<file path="src/rtl/dmd_pkg.sv">
// Shared types for the dual-modulus divider.
// Assumes: nothing beyond IEEE 1800-2017.
package dmd_pkg;
    // Which of the two programmed ratios the current period uses
    typedef enum logic {
        SEL_A = 1'b0,
        SEL_B = 1'b1
    } ratio_sel_e;
endpackage

</file>
<file path="src/rtl/dmd_period_counter.sv">
// Counts reference cycles inside one output period and derives the
// output level and the period-boundary flag.
// Assumes: cur_div is the period length minus one and is held stable
// by the sequencer for the whole period.
module dmd_period_counter #(
    parameter int CNT_W = 10
) (
    input  logic             clk,
    input  logic             rst_n,
    input  logic             run,
    input  logic [CNT_W-1:0] cur_div,
    output logic             wrap,
    output logic             first,
    output logic             lvl_high
);
    localparam int HW = CNT_W + 1;

    logic [CNT_W-1:0] ph_cnt;
    logic [HW-1:0]    half;

    // Position inside the current period; cleared when idle or at wrap
    always_ff @(posedge clk) begin
        if (!rst_n || !run) begin
            ph_cnt <= '0;
        end else if (wrap) begin
            ph_cnt <= '0;
        end else begin
            ph_cnt <= ph_cnt + 1'b1;
        end
    end

    // Boundary, start and level decode of the period position
    always_comb begin
        half     = ({1'b0, cur_div} + HW'(1)) >> 1;
        wrap     = run && (ph_cnt == cur_div);
        first    = (ph_cnt == '0);
        lvl_high = ({1'b0, ph_cnt} < half);
    end
endmodule

</file>
<file path="src/rtl/dmd_ratio_sequencer.sv">
// Chooses the ratio for each output period: counts periods at the
// active ratio and swaps ratio after the programmed repeat count.
// Assumes: wrap marks the last cycle of a period; configuration is
// sampled only at wrap, or continuously while the divider is idle.
module dmd_ratio_sequencer
    import dmd_pkg::*;
#(
    parameter int CNT_W = 10,
    parameter int REP_W = 4
) (
    input  logic             clk,
    input  logic             rst_n,
    input  logic             run,
    input  logic             wrap,
    input  logic             dual_en,
    input  logic [CNT_W-1:0] div_a,
    input  logic [CNT_W-1:0] div_b,
    input  logic [REP_W-1:0] rep_a,
    input  logic [REP_W-1:0] rep_b,
    output ratio_sel_e       sel,
    output logic [CNT_W-1:0] cur_div
);
    logic [REP_W-1:0] rep_cnt;
    logic [REP_W-1:0] rep_lim;
    logic             last_rep;

    // Repeat limit of the ratio now in use
    always_comb begin
        rep_lim  = (sel == SEL_A) ? rep_a : rep_b;
        last_rep = (rep_cnt == rep_lim);
    end

    // Ratio selection, repeat count and latched ratio, updated per period
    always_ff @(posedge clk) begin
        if (!rst_n || !run) begin
            sel     <= SEL_A;
            rep_cnt <= '0;
            cur_div <= div_a;
        end else if (wrap) begin
            if (!dual_en) begin
                sel     <= SEL_A;
                rep_cnt <= '0;
                cur_div <= div_a;
            end else if (last_rep) begin
                sel     <= (sel == SEL_A) ? SEL_B : SEL_A;
                rep_cnt <= '0;
                cur_div <= (sel == SEL_A) ? div_b : div_a;
            end else begin
                rep_cnt <= rep_cnt + 1'b1;
                cur_div <= (sel == SEL_A) ? div_a : div_b;
            end
        end
    end
endmodule

</file>
<file path="src/rtl/dmd_output_stage.sv">
// Forms the output clock from the divider level, the ratio-1 pass
// path and the bypass path, then applies the output gate.
// Assumes: clk is the reference clock, used here as data for the
// pass-through paths; run already includes the input gate.
module dmd_output_stage (
    input  logic clk,
    input  logic rdy,
    input  logic run,
    input  logic gate_out_en,
    input  logic bypass_en,
    input  logic div_is_one,
    input  logic lvl_high,
    input  logic first,
    output logic clk_out,
    output logic edge_stb
);
    logic div_lvl;

    // Output selection and gating
    always_comb begin
        div_lvl  = run && (div_is_one ? clk : lvl_high);
        clk_out  = rdy && gate_out_en && (bypass_en ? clk : div_lvl);
        edge_stb = run && first;
    end
endmodule

</file>
<file path="src/rtl/dualmod_clkdiv.sv">
// Dual-modulus fractional clock divider top. Divides the reference
// clock by one ratio for a number of periods, then by a second ratio,
// with bypass and separate input and output gates.
// Assumes: synchronous active-low reset; fields hold value minus one.
module dualmod_clkdiv
    import dmd_pkg::*;
#(
    parameter int CNT_W = 10,
    parameter int REP_W = 4
) (
    input  logic             clk,
    input  logic             rst_n,
    input  logic             gate_in_en,
    input  logic             gate_out_en,
    input  logic             bypass_en,
    input  logic             dual_en,
    input  logic [CNT_W-1:0] div_a,
    input  logic [CNT_W-1:0] div_b,
    input  logic [REP_W-1:0] rep_a,
    input  logic [REP_W-1:0] rep_b,
    output logic             clk_out,
    output logic             edge_stb,
    output logic             active
);
    logic             rdy;
    logic             run;
    logic             wrap;
    logic             first;
    logic             lvl_high;
    logic [CNT_W-1:0] cur_div;
    ratio_sel_e       sel;

    // Ready flag: outputs stay quiet for one cycle after reset
    always_ff @(posedge clk) begin
        if (!rst_n) begin
            rdy <= 1'b0;
        end else begin
            rdy <= 1'b1;
        end
    end

    // Run qualifier and enable status
    always_comb begin
        run    = rdy && gate_in_en;
        active = gate_in_en || gate_out_en;
    end

    dmd_period_counter #(.CNT_W(CNT_W)) u_cnt (
        .clk      (clk),
        .rst_n    (rst_n),
        .run      (run),
        .cur_div  (cur_div),
        .wrap     (wrap),
        .first    (first),
        .lvl_high (lvl_high)
    );

    dmd_ratio_sequencer #(.CNT_W(CNT_W), .REP_W(REP_W)) u_seq (
        .clk     (clk),
        .rst_n   (rst_n),
        .run     (run),
        .wrap    (wrap),
        .dual_en (dual_en),
        .div_a   (div_a),
        .div_b   (div_b),
        .rep_a   (rep_a),
        .rep_b   (rep_b),
        .sel     (sel),
        .cur_div (cur_div)
    );

    dmd_output_stage u_out (
        .clk         (clk),
        .rdy         (rdy),
        .run         (run),
        .gate_out_en (gate_out_en),
        .bypass_en   (bypass_en),
        .div_is_one  (cur_div == '0),
        .lvl_high    (lvl_high),
        .first       (first),
        .clk_out     (clk_out),
        .edge_stb    (edge_stb)
    );
endmodule

</file>
<file path="config.mk">
export PLATFORM = sky130hd
export DESIGN_NAME = dualmod_clkdiv
export DESIGN_NICKNAME = d
export VERILOG_FILES = /design/src/rtl/dmd_pkg.sv /design/src/rtl/dmd_period_counter.sv /design/src/rtl/dmd_ratio_sequencer.sv /design/src/rtl/dmd_output_stage.sv /design/src/rtl/dualmod_clkdiv.sv
export SDC_FILE = /design/constraint.sdc
export NUM_CORES = 1
export LEC_CHECK = 0
export BUFFER_PORTS_ARGS = -buffer_cell sky130_fd_sc_hd__buf_2
export CORE_MARGIN = 1.5
export CORE_UTILIZATION = 25
export CTS_CLUSTER_SIZE = 28
export DETAILED_ROUTE_END_ITERATION = 7
export PLACE_DENSITY = 0.46
export SYNTH_ARGS = -nofsm -noshare
export SYNTH_HDL_FRONTEND = slang
export SYNTH_HIERARCHICAL = 1
export SYNTH_SLANG_ARGS = --single-unit
</file>
<file path="constraint.sdc">
create_clock -name clk -period 6.2 [get_ports clk]
set_input_delay 0.93 -clock clk [delete_from_list [all_inputs] [get_ports clk]]
set_output_delay 0.93 -clock clk [all_outputs]
set_load 0.02 [all_outputs]
</file>
==> results.json <==
{
  "outcome": "finished, final reports clean",
  "grt_most_used_layer": "met2",
  "grt_usage_pct": 10.7,
  "syn_avg_cell_area_um2": 10.5,
  "cp_slowest_cell": "buf_2",
  "initial_core_util_pct": 25.7,
  "final_common_cell": "buf_2",
  "setup_viol": 0,
  "use_met3_pct": 3.97,
  "hold_class": "reg2reg",
  "cpMostUsedCell": "clkbuf_8",
  "synth_area_leaders": "dfxtp_1, edfxtp_1, ha_1",
  "drt_iter0_drc": 34,
  "cp.required_ps": 5270,
  "cts_tree": "built",
  "synth_top_area_share_pct": 17.3,
  "syn-cell-area_um2": 1850,
  "power.density_nw_per_um2": 205,
  "ctsHoldBuffers": 0,
  "grt_pass1_wl_um": 6370,
  "die_h_um": 89.1,
  "dpl_worst_slack_ps": 1830,
  "core_area_um2": 7210,
  "dp_hpwl_um": 2880,
  "rsz0062_at_grt": "no",
  "syn_to_final_growth_pct": 21.2,
  "clk_pin_slew_ps": 90,
  "clkLatencyLatePin_ps": 380,
  "drive_gt1_share_pct": 30.0,
  "drt-total-wl_um": 3720,
  "ys_ff_latch": 26,
  "grt_start_max_net_pins": 16,
  "worstMarginPinSlew_ps": 978,
  "yosysTopAreaCell": "dfxtp_1",
  "antenna_found_initial": 0,
  "die_area_um2": 7940,
  "worstPathArrival_ps": 3710,
  "gp_congestion": 0.867,
  "crit_chain": "clkbuf_8 -> clkbuf_8 -> a21oi_1 -> a211oi_2 -> buf_2",
  "placed_cells": 307,
  "synth_flop_cell": "dfxtp_1",
  "finalPower_uw": 461,
  "critPathLaunchType": "clock port",
  "async_reset_ff_share_pct": 0,
  "synth_cells": 176,
  "critPathMaxFanout": 2,
  "row_count": 31,
  "cap_violations": 0,
  "grt_use_met1_pct": 13.5,
  "cp-end-kind": "output port",
  "clock_skew_ps": 5.27,
  "synth-edff-count": 10,
  "p_leak_nw": 0.870,
  "ant_nets": 0,
  "nNetsFinal": 264,
  "syn_nets": 223,
  "slew_headroom_pct": 34.3,
  "cpPeakStageDelay_ps": 160,
  "crit_type": "clk2out",
  "drt-vias-per-instance": 4.45,
  "grt_util_met2_pct": 15.6,
  "ios": 37,
  "finalHoldViolCount": 0,
  "post_cts_buffers": 0,
  "wl_per_cell_um": 11.8,
  "final_cells": 316,
  "setup_ws_ps": 1560,
  "vias": 1406,
  "peakVddDrop_mv": 0.0663,
  "drc": 0,
  "ys_types": 42,
  "final_max_slew_viol_count": 0,
  "ys_seq_area_share_pct": 33.5,
  "grt_pass1_vias": 1401,
  "fin_tns_setup_ps": 0,
  "holdWs_ps": 536,
  "cts_resized": 0,
  "overflow": 0,
  "portBuffers": 36,
  "ys_warn_count": 6,
  "diodes": 0,
  "firstDrtPassIters": 4,
  "layout_common_cells": "buf_2, dfxtp_1, xnor2_1, ha_1",
  "die_x_um": 89.1
}
metal layers:
metal	vias to the layer above	share of wire, %
met4	0	2.2
met3	12	4.6
met1	630	47
met5	-	0
li1	728	-
met2	36	46
layout make-up:
cell class	count	area [µm²]
Multi-Input combinational cell	141	1170
Timing Repair Buffer	36	183
Clock inverter	1	30.0
Fill cell	779	4970
Sequential cell	26	621
Tap cell	99	124
Clock buffer	9	105
Inverter	4	15.0
power by group:
group          leakage (nW)  internal (mW)  switching [mW]  total [mW]
logic                 0.562         0.0259          0.0210      0.0469
registers             0.233          0.183         0.00774       0.191
clock network        0.0748          0.147          0.0762       0.223
flip-flops by register name, summed over array words and instances (netlist names):
name	cells
u_cnt/ph_cnt	10
rdy	1
u_seq/cur_div	10
u_seq/rep_cnt	4
u_seq/sel	1
per-stage QoR:
stage          instance area, µm²  utilization, %
6_report                     2250            31.1
5_1_grt                      2250            31.1
4_1_cts                      2250            31.1
3_5_place_dp                 2120            29.3
3_3_place_gp                 2120            29.3
2_1_floorplan                1850               -
kinds of logic after synthesis:
kind of cell / Yosys count / synth area share [%]
AOI/OAI and AO/OA: 18 / 7.76
xor gates and xnor gates: 30 / 15.0
adders and majority gates: 13 / 8.78
buffers and inverters: 9 / 3.44
DFF: 26 / 33.5
muxes: 15 / 10.6
and+or+nand+nor: 65 / 20.9
cell usage after synthesis, types with 5 or more instances:
cell type,instances
nor2_1,12
nand3_1,12
xnor2_1,16
ha_1,13
mux2i_1,5
mux2_4,9
dfxtp_1,16
a21oi_1,7
nand4_1,5
edfxtp_1,10
xor2_1,12
nand2_1,6
worst paths after layout:
check | startpoint | endpoint | slack, ps | cells past startpoint
max reg2reg | u_cnt/ph_cnt[3]$_SDFF_PP0_ | u_seq/cur_div[8]$_DFFE_PP_ | 3680 | 5
min | u_cnt/ph_cnt[0]$_SDFF_PP0_ | u_cnt/ph_cnt[0]$_SDFF_PP0_ | 540 | 1
min reg2reg | u_cnt/ph_cnt[0]$_SDFF_PP0_ | u_cnt/ph_cnt[0]$_SDFF_PP0_ | 540 | 1
max | clk | clk_out | 1560 | 5
critical path: cells and delay by family:
kind                   cells  cell delay [ps]
buffers and inverters      3              400
AOI/OAI and AO/OA          2              210
Power figures use the tool's default switching activity.
